## config.mk

```make
export PLATFORM = sky130hd
export DESIGN_NAME = bcd_down_counter
export DESIGN_NICKNAME = d
export VERILOG_FILES = /design/src/rtl/bcd_dn_pkg.sv /design/src/rtl/bcd_edge_sync.sv /design/src/rtl/bcd_trig_fsm.sv /design/src/rtl/bcd_digit.sv /design/src/rtl/bcd_down_counter.sv
export SDC_FILE = /design/constraint.sdc
export NUM_CORES = 1
export LEC_CHECK = 0
export ABC_AREA = 1
export CORE_AREA = 2 2 39 41
export CTS_BUF_LIST = sky130_fd_sc_hd__clkbuf_16
export CTS_CLUSTER_SIZE = 12
export DETAILED_ROUTE_END_ITERATION = 7
export DIE_AREA = 0 0 41 43
export DONT_BUFFER_PORTS = 1
export GPL_TIMING_DRIVEN = 0
export PLACE_DENSITY = 0.7
export SYNTH_ARGS = -nofsm -noshare
export SYNTH_HDL_FRONTEND = slang
export SYNTH_SLANG_ARGS = --single-unit
```

## constraint.sdc

```tcl
create_clock -name clk -period 0.9 [get_ports clk]
set_input_delay 0.09 -clock clk [delete_from_list [all_inputs] [get_ports clk]]
set_output_delay 0.09 -clock clk [all_outputs]
set_load 0.01 [all_outputs]
```

## src/rtl/bcd_dn_pkg.sv

```systemverilog
package bcd_dn_pkg;

    localparam int BCD_W = 4;
    typedef logic [BCD_W-1:0] bcd_t;

    localparam bcd_t BCD_TOP  = 4'd9;
    localparam bcd_t BCD_ZERO = 4'd0;

    // Encoding is {count clock, inhibit} as last sampled.
    typedef enum logic [1:0] {
        TRIG_LOW_OPEN  = 2'b00,
        TRIG_LOW_SHUT  = 2'b01,
        TRIG_HIGH_OPEN = 2'b10,
        TRIG_HIGH_SHUT = 2'b11
    } trig_state_e;

    function automatic bcd_t bcd_dec(input bcd_t v);
        bcd_t r;
        if (v == BCD_ZERO) r = BCD_TOP;
        else               r = v - 4'd1;
        return r;
    endfunction

endpackage

```

## src/rtl/bcd_edge_sync.sv

```systemverilog
module bcd_edge_sync #(
    parameter int STAGES = 2
) (
    input  logic clk,
    input  logic rst_n,
    input  logic d,
    output logic q
);
    localparam int LAST = STAGES - 1;

    logic [LAST:0] sr;

    generate
        if (STAGES == 1) begin : g_single
            always_ff @(posedge clk or negedge rst_n) begin
                if (!rst_n) sr <= '0;
                else        sr <= d;
            end
        end else begin : g_chain
            always_ff @(posedge clk or negedge rst_n) begin
                if (!rst_n) sr <= '0;
                else        sr <= {sr[LAST-1:0], d};
            end
        end
    endgenerate

    assign q = sr[LAST];
endmodule

```

## src/rtl/bcd_trig_fsm.sv

```systemverilog
module bcd_trig_fsm
    import bcd_dn_pkg::*;
(
    input  logic clk,
    input  logic rst_n,
    input  logic cclk_s,
    input  logic inh_s,
    output logic step
);
    trig_state_e state_q, state_d;
    logic        to_open;

    // Next state: the freshly sampled pair.
    always_comb begin
        unique case ({cclk_s, inh_s})
            2'b00:   state_d = TRIG_LOW_OPEN;
            2'b01:   state_d = TRIG_LOW_SHUT;
            2'b10:   state_d = TRIG_HIGH_OPEN;
            default: state_d = TRIG_HIGH_SHUT;
        endcase
    end

    always_ff @(posedge clk or negedge rst_n) begin
        if (!rst_n) state_q <= TRIG_LOW_OPEN;
        else        state_q <= state_d;
    end

    // Output: a step on each entry into TRIG_HIGH_OPEN.
    always_comb begin
        to_open = (state_d == TRIG_HIGH_OPEN);
        unique case (state_q)
            TRIG_LOW_OPEN:  step = to_open;   // clock rise
            TRIG_LOW_SHUT:  step = to_open;   // clock rise with inhibit fall
            TRIG_HIGH_SHUT: step = to_open;   // inhibit fall
            TRIG_HIGH_OPEN: step = 1'b0;      // already counted
            default:        step = 1'b0;
        endcase
    end
endmodule

```

## src/rtl/bcd_digit.sv

```systemverilog
module bcd_digit
    import bcd_dn_pkg::*;
(
    input  logic clk,
    input  logic rst_n,
    input  logic clear,
    input  logic load_en,
    input  bcd_t preset,
    input  logic step,
    input  logic feedback,
    output bcd_t cnt_q,
    output bcd_t count,
    output logic zero
);
    always_ff @(posedge clk or negedge rst_n) begin
        if (!rst_n)       cnt_q <= BCD_ZERO;
        else if (clear)   cnt_q <= BCD_ZERO;
        else if (load_en) cnt_q <= preset;
        else if (step)    cnt_q <= bcd_dec(cnt_q);
    end

    // Level controls act on the visible value without a clock edge.
    always_comb begin
        if (clear)        count = BCD_ZERO;
        else if (load_en) count = preset;
        else              count = cnt_q;
    end

    assign zero = feedback && (count == BCD_ZERO);
endmodule

```

## src/rtl/bcd_down_counter.sv

```systemverilog
module bcd_down_counter
    import bcd_dn_pkg::*;
#(
    parameter int SYNC_STAGES = 2
) (
    input  logic             clk,
    input  logic             rst_n,
    input  logic             cnt_clk,
    input  logic             cnt_inh,
    input  logic             clear,
    input  logic             load_en,
    input  logic             feedback,
    input  logic [BCD_W-1:0] preset,
    output logic [BCD_W-1:0] count,
    output logic             zero
);
    logic cclk_s, inh_s, step;
    bcd_t cnt_q;

    bcd_edge_sync #(.STAGES(SYNC_STAGES)) u_sync_clk (
        .clk(clk), .rst_n(rst_n), .d(cnt_clk), .q(cclk_s));

    bcd_edge_sync #(.STAGES(SYNC_STAGES)) u_sync_inh (
        .clk(clk), .rst_n(rst_n), .d(cnt_inh), .q(inh_s));

    bcd_trig_fsm u_fsm (
        .clk(clk), .rst_n(rst_n), .cclk_s(cclk_s), .inh_s(inh_s), .step(step));

    bcd_digit u_digit (
        .clk(clk), .rst_n(rst_n), .clear(clear), .load_en(load_en),
        .preset(preset), .step(step), .feedback(feedback),
        .cnt_q(cnt_q), .count(count), .zero(zero));
endmodule

```

==> results of run 1 <==
worst register-to-register path, cell delays in order (launching register included):
cell and delay [ns]:
sky130_fd_sc_hd__dfrtp_2 0.42, sky130_fd_sc_hd__buf_6 0.14, sky130_fd_sc_hd__nor2_4 0.12, sky130_fd_sc_hd__nand2_1 0.06, sky130_fd_sc_hd__nand2_1 0.06, sky130_fd_sc_hd__nand2_1 0.05, sky130_fd_sc_hd__nand2_1 0.05, sky130_fd_sc_hd__nand2_1 0.04
sky130_fd_sc_hd__nand2_1 0.06
stage by stage:
step	setup WS [ns]	power (mW)	TNS (ns)	util [%]
final	-0.286	1.54	-1.32	55.8
after global routing	-0.350	1.63	-1.91	55.8
after CTS	-0.317	1.54	-1.22	53.6
after detailed placement	-0.131	0.703	-0.476	41.5
after global placement	-0.106	0.696	-0.342	41.5
after floorplan	-0.0349	0.671	-0.0441	-
worst paths after layout:
path	from	end	slack (ns)	depth (start not counted)
worst max-delay path	u_digit.cnt_q[2]	zero	-0.29	5
worst min-delay path	clear	u_digit.cnt_q[1]	0.02	3
worst max register to register	u_digit.cnt_q[0]	u_digit.cnt_q[2]	-0.16	8
worst min register to register	u_sync_clk.sr[0]	u_sync_clk.sr[1]	0.35	0
max in group asynchronous	rst_n	u_digit.cnt_q[0]	0.35	1
min in group asynchronous	rst_n	u_digit.cnt_q[3]	0.23	1
state kept, by name, summed over array words and instances (netlist names):
name,count
u_digit.cnt_q,4
u_fsm.state_q,2
u_sync_clk.sr,2
u_sync_inh.sr,2
what timing repair did:
| action | 4_1_cts | 5_1_grt |
|---|---|---|
| endpoints found under the setup margin | 9 | 9 |
| buffers inserted | 4 | 1 |
| pin swaps | 3 | 5 |
| endpoints found under the hold margin | 12 | 0 |
| hold buffers | 3 | 0 |
| resized for setup | 13 | 7 |
kinds of logic (layout without fill, tap and decap cells):
family,Yosys count,in the layout,synth area share (%)
AND/OR/NAND/NOR,37,37,30.5
buffers and inverters,15,26,11.7
AO/OA/AOI/OAI,10,10,12.6
flip-flops,10,10,45.1
final cells by class:
cell class	instances	area (um2)
tap	16	20.0
inverter	12	45.0
multi-input combinational	47	282
sequential	10	251
timing repair buffer	8	78.8
fill	129	612
clock buffer	3	75.1
buffer	3	20.0
power groups by stage:
| stage | clock network (mW) | registers, mW | logic, mW |
|---|---|---|---|
| floorplan | 0 | 0.513 | 0.158 |
| global placement | 0 | 0.518 | 0.178 |
| detailed placement | 0 | 0.521 | 0.182 |
| CTS | 0.752 | 0.510 | 0.275 |
| global route | 0.777 | 0.511 | 0.337 |
| finish | 0.730 | 0.510 | 0.301 |
per-layer routing:
metal | vias to the layer above | share of wire (%)
met5 | - | 0
met4 | 0 | 0.98
met3 | 2 | 6.4
met2 | 17 | 46
met1 | 192 | 46
li1 | 243 | -
cell usage in the layout, fill, tap and decap left out, types with 2 or more instances in the layout:
cell type                       instances
sky130_fd_sc_hd__dfrtp_1                9
sky130_fd_sc_hd__clkbuf_16              3
sky130_fd_sc_hd__inv_1                  8
sky130_fd_sc_hd__nor3_4                 2
sky130_fd_sc_hd__inv_2                  4
sky130_fd_sc_hd__nand2_1               17
sky130_fd_sc_hd__nor2_1                 5
sky130_fd_sc_hd__o21ai_1                4
sky130_fd_sc_hd__nor2_4                 3
sky130_fd_sc_hd__o21ai_2                2
sky130_fd_sc_hd__buf_6                  4
sky130_fd_sc_hd__buf_4                  2
sky130_fd_sc_hd__nand2_2                7
sky130_fd_sc_hd__dlygate4sd3_1          3
==> flow_summary.yaml, run 1 <==
die:
  core_area_um2: 1380
  die-area_um2: 1760
  ios: 16
  die_w_um: 41
  core.rowCount: 14
  dieHeight_um: 43
  initial_core_util_pct: 40.1
cts:
  clock-root-buffer: "sky130_fd_sc_hd__clkbuf_16"
  clock_latency_ns: 0.23
  clock-sinks: 10
  clk_pin_slew_worst_paths_ns: 0.04
  numCtsBuffers: 3
  htreeDepth: 1
  cts_tree: "yes"
  clk_path_buf_depth: 2
routing:
  dr_total_vias: 454
  routed_length_per_instance_um: 10.3
  routed_wl_mm: 1.02
  vias_per_cell: 4.59
  initialDrtViolationCount: 11
  dr.pass1.iters: 4
  drc: 0
  drtAntennaViolNets: 0
power:
  p_per_area_nw_per_um2: 2000
  power.share.switching_pct: 22.5
  p_switching_mw: 0.347
  power.share.sequential_pct: 33.1
  p_leak_nw: 0.394
  pwr-share-comb_pct: 19.5
  power.clock.fraction_pct: 47.4
  power.internal_mw: 1.19
  worst_supply_voltage_drop_on_vdd_mv: 1.40
sta:
  rsz0062_at_grt: "yes"
  max_clk_rate_mhz: 843
  timing_hold_violations_final: 0
  endpoints_failing_setup: 9
  post-route-period-util_pct: 132
  timing_worst_slew_pin_value_ns: 0.414
  timing.slew.headroom_pct: 72.3
  final_max_slew_viol_count: 0
  final_period_minus_worst_setup_slack_ns: 1.19
  postLayoutSetupSlackWorst_ns: -0.286
  setup_clock_skew_after_layout_ns: 0.00174
  minimum_hold_slack_ns: 0.0183
setup_path:
  worstSetupEndpointType: "output port"
  critPathSlowestCell: "sky130_fd_sc_hd__dfrtp_1"
  worst_setup_path_type: "reg -> out"
  critical_path.startpoint_type: "flop"
  critical_path.cell_chain: "inv_2 -> o21ai_2 -> nand2_2 -> nand2_2 -> nor3_4"
  critical_path_buf_inv_count: 1
  crit_top_cell: "sky130_fd_sc_hd__nand2_2"
  cpLargestDelayFamily: "flip-flops"
  critical_path_peak_fanout: 3
  crit_path_max_incr_delay_ns: 0.39
  cp_data_arrival_time_ns: 1.10
  critPathRequiredTime_ns: 0.81
synthesis:
  postSynth.topFlopCell: "sky130_fd_sc_hd__dfrtp_1"
  ys.warnings.count: 0
  netlist_top_cells_area: "sky130_fd_sc_hd__dfrtp_1 (45%), sky130_fd_sc_hd__nand2_1 (14%), sky130_fd_sc_hd__inv_1 (8.1%)"
  top_post_synthesis_cells_by_count: "sky130_fd_sc_hd__nand2_1 (21), sky130_fd_sc_hd__inv_1 (12), sky130_fd_sc_hd__dfrtp_1 (10)"
  ys_async_sr_fraction_pct: 100
  post_synthesis_area_per_instance_um2: 7.70
  synthMostInstantiatedCell: "sky130_fd_sc_hd__nand2_1"
  largest_area_contributor_in_the_netlist: "sky130_fd_sc_hd__dfrtp_1"
  synth.lib_cells_used.distinct: 19
  postSynthCellCount: 72
  synth_seq_area_share_pct: 45.1
  syn-num-nets: 83
  synth_largest_type_area_fraction_pct: 45.1
  synth-seq-cells: 10
  syn-cell-area_um2: 554
  synth_edf_count: 0
global_routing:
  vias_in_the_first_global_route: 377
  grt.met1_usage_pct: 14.4
  grt_antenna_before_repair: 0
  global_route.peak_usage_layer: "met2"
  groute.usage.overall_pct: 12.4
  grt_max_degree: 11
  overflow: 0
  met2_usage_pct: 19.1
  grt_util_met3_pct: 1.57
  wire_length_of_the_first_global_routing_pass_mm: 1.41
placement:
  postPlaceCellArea_um2: 574
  globalplace.congestion: 0.734
  place.detailed.hpwl_um: 743
  total_instance_count_after_detailed_placement: 88
  place.port_buffers: 0
layout:
  post_layout_nonfiller_instances: 99
  final_layout_size_suffix_gt1_share_pct: 37.3
  layout-area-overhead-vs-synth_pct: 39.3
  finish.net_count: 96
  finish.instance_area_um2: 772
  insertedDiodeCount: 0
status:
  status: "finished, violations left"
  violations: "negative setup slack"
flow_run:
  maxCapViolCount: 0
worst_hold_path:
  hold_path_class: "in -> reg"
Note: power is estimated with default switching activity, not from simulation.
==> inputs of run 2 (changes only) <==
--- a/config.mk
+++ b/config.mk
@@ -13,7 +13,8 @@
 export DIE_AREA = 0 0 41 43
 export DONT_BUFFER_PORTS = 1
 export GPL_TIMING_DRIVEN = 0
-export PLACE_DENSITY = 0.7
+export PLACE_DENSITY = 0.69
 export SYNTH_ARGS = -nofsm -noshare
 export SYNTH_HDL_FRONTEND = slang
+export SYNTH_HIERARCHICAL = 1
 export SYNTH_SLANG_ARGS = --single-unit
==> flow_summary.yaml, run 2 <==
setup_path:
  crit_path_max_incr_delay_ns: 0.38
  timing.reg2reg.worst_path_depth: 9
  r2r_path_start: "u_fsm/state_q[1]"
  worst_setup_path_type: "reg -> out"
  worstSetupEndpointType: "output port"
  critPathRequiredTime_ns: 0.81
  critical_path.startpoint_type: "flop"
  cp_data_arrival_time_ns: 1.10
  cp-startpoint: "u_digit/cnt_q[2]"
  critical_path_peak_fanout: 2
  critical_path.cell_chain: "inv_2 -> o21ai_2 -> nand2_1 -> nand3_2 -> nor2_4"
  critPathSlowestCell: "sky130_fd_sc_hd__dfrtp_1"
routing:
  drc: 0
  drtAntennaViolNets: 0
  vias_per_cell: 4.65
  routed_length_per_instance_um: 11.4
  dr_total_vias: 507
  routed_wl_mm: 1.24
  dr.pass1.iters: 4
  initialDrtViolationCount: 7
sta:
  rsz0062_at_grt: "yes"
  tns_ns: -1.79
  minimum_hold_slack_ns: 0.135
  timing.slew.headroom_pct: 71.6
  final_max_slew_viol_count: 0
  max_clk_rate_mhz: 842
  timing_hold_violations_final: 0
  setup_clock_skew_after_layout_ns: 0.00100
  timing_worst_slew_pin_value_ns: 0.424
  post-route-period-util_pct: 132
  endpoints_failing_setup: 9
  final_period_minus_worst_setup_slack_ns: 1.19
  postLayoutSetupSlackWorst_ns: -0.288
synthesis:
  post_synthesis_area_per_instance_um2: 7.26
  combinational_family_with_the_most_area_after_synthesis: "simple AND/OR/NAND/NOR gates"
  ys_async_sr_fraction_pct: 100
  synth_compound_gate_area_share_pct: 8.51
  synth_edf_count: 0
  synth.lib_cells_used.distinct: 16
  netlist_top_cells_area: "sky130_fd_sc_hd__dfrtp_1 (46%), sky130_fd_sc_hd__nand2_1 (17%), sky130_fd_sc_hd__inv_1 (9.0%)"
  adder_cell_fraction_of_synth_area_pct: 0
  syn-num-nets: 86
  postSynthCellCount: 75
  synth_largest_type_area_fraction_pct: 46.0
  syn-cell-area_um2: 544
  top_post_synthesis_cells_by_count: "sky130_fd_sc_hd__nand2_1 (25), sky130_fd_sc_hd__inv_1 (13), sky130_fd_sc_hd__dfrtp_1 (10)"
  synth-simple-area-share_pct: 30.3
  largest_area_contributor_in_the_netlist: "sky130_fd_sc_hd__dfrtp_1"
  synthMuxAreaShare_pct: 0
  ys.warnings.count: 6
  postSynth.topFlopCell: "sky130_fd_sc_hd__dfrtp_1"
  synthMostInstantiatedCell: "sky130_fd_sc_hd__nand2_1"
  synthesized_area_fraction_occupied_by_xor_and_xnor_cells_pct: 1.61
  synth_seq_area_share_pct: 46.0
  synth-seq-cells: 10
worst_hold_path:
  hold_path_class: "in -> reg"
  holdCritStartpoint: "preset[2]"
  min_delay_path_depth: 4
layout:
  layout-area-overhead-vs-synth_pct: 46.2
  ff_latch_area_um2: 251
  layout_common_cells: "sky130_fd_sc_hd__nand2_1 (23), sky130_fd_sc_hd__buf_4 (12), sky130_fd_sc_hd__dfrtp_1 (9), sky130_fd_sc_hd__inv_2 (7), sky130_fd_sc_hd__nor2_1 (7)"
  finalCoreUtilization_pct: 57.5
  max_flop_register: "u_digit/cnt_q"
  finish.net_count: 106
  fillerInstances: 117
  insertedDiodeCount: 0
  post_layout_nonfiller_instances: 109
  final_layout_size_suffix_gt1_share_pct: 39.8
  multi_input_area_um2: 255
  largest_reg_flops: 4
  finish.instance_area_um2: 796
  final_common_cell: "sky130_fd_sc_hd__nand2_1"
placement:
  place.detailed.hpwl_um: 699
  postPlaceCellArea_um2: 567
  globalplace.congestion: 0.806
  place.port_buffers: 0
  total_instance_count_after_detailed_placement: 91
cts:
  clock-sinks: 10
  clk_pin_slew_worst_paths_ns: 0.04
  clk_path_buf_depth: 2
  numCtsBuffers: 3
  clock-root-buffer: "sky130_fd_sc_hd__clkbuf_16"
  clock_latency_ns: 0.23
  cts_tree: "yes"
  htreeDepth: 1
die:
  dieHeight_um: 43
  core.rowCount: 14
  die-area_um2: 1760
  die_w_um: 41
  core_area_um2: 1380
  initial_core_util_pct: 39.3
  ios: 16
flow_run:
  maxCapViolCount: 0
global_routing:
  groute.usage.overall_pct: 15.2
  wire_length_of_the_first_global_routing_pass_mm: 1.83
  vias_in_the_first_global_route: 487
  grt_antenna_before_repair: 0
  overflow: 0
  grt_max_degree: 11
power:
  worst_supply_voltage_drop_on_vdd_mv: 1.61
  p_per_area_nw_per_um2: 2000
  p_leak_nw: 0.435
status:
  status: "finished, violations left"
  violations: "negative setup slack"
run 2: cell count changes in the layout (fill, tap and decap cells not counted), moves of 2 or more:
| cell | change |
|---|---|
| sky130_fd_sc_hd__buf_4 | +10 |
| sky130_fd_sc_hd__buf_6 | -3 |
| sky130_fd_sc_hd__inv_1 | -2 |
| sky130_fd_sc_hd__inv_2 | +3 |
| sky130_fd_sc_hd__nand2_1 | +6 |
| sky130_fd_sc_hd__nand2_2 | -5 |
| sky130_fd_sc_hd__nand3_2 | +2 |
| sky130_fd_sc_hd__nor2_1 | +2 |
| sky130_fd_sc_hd__nor2_4 | -2 |
| sky130_fd_sc_hd__nor3_4 | -2 |
| sky130_fd_sc_hd__o21ai_0 | +3 |
| sky130_fd_sc_hd__o21ai_1 | -3 |
run 2: cell type report:
class	instances	area share, %
flip-flops and latches	10	31.6
clock buffers	3	9.43
inverters	14	6.92
well taps	16	2.52
plain buffers	3	2.36
multi-input cells	48	32.1
repair buffers	15	15.1
run 2: path summary, 6_finish.rpt:
path,slack (ns),end
hold reg to reg,0.34,u_sync_inh/sr[1]
setup / recovery,-0.29,zero
setup reg to reg,-0.24,u_digit/cnt_q[1]
hold / removal,0.14,u_digit/cnt_q[2]
min in group asynchronous,0.24,u_fsm/state_q[0]
max in group asynchronous,0.34,u_digit/cnt_q[1]
run 2: stage by stage:
stage	power [mW]	setup slack, ns
2_1_floorplan	0.676	-0.0793
3_3_place_gp	0.704	-0.191
3_5_place_dp	0.709	-0.188
4_1_cts	1.56	-0.261
5_1_grt	1.68	-0.363
6_report	1.59	-0.288
run 2: cells by family after synthesis:
| group | after synthesis |
|---|---|
| simple gates | 38 |
| flops | 10 |
| xor+xnor | 1 |
| buf+inv | 17 |
| compound gates | 9 |
run 2: metal layers:
layer,up-vias,share of wire [%],routed length [um],track usage (%)
met5,-,0,0,0
met4,0,1.7,21,4.00
met3,2,2.3,28,4.71
met2,9,56,701,24.1
met1,234,39,488,19.1
li1,262,-,-,-
run 2: worst max-delay path, delay by kind of cell (launching register included):
kind | cells | cell delay (ns)
AOI/OAI and AO/OA | 1 | 0.05
DFF | 1 | 0.38
buffers and inverters | 1 | 0.07
and+or+nand+nor | 3 | 0.37
run 2: report_power, final:
| group | switching [mW] | internal (mW) | total, mW |
|---|---|---|---|
| logic | 0.175 | 0.149 | 0.325 |
| clock network | 0.173 | 0.573 | 0.746 |
| registers | 0.0282 | 0.489 | 0.517 |
| total | 0.377 | 1.21 | 1.59 |
run 2: repair_timing:
| action | in CTS | in global routing |
|---|---|---|
| setup buffers | 9 | 3 |
| resized for setup | 7 | 11 |
| endpoints found under the hold margin | 12 | 0 |
| pin swaps | 5 | 6 |
| endpoints found under the setup margin | 9 | 9 |
| gates cloned | 0 | 0 |
| hold buffers | 3 | 0 |
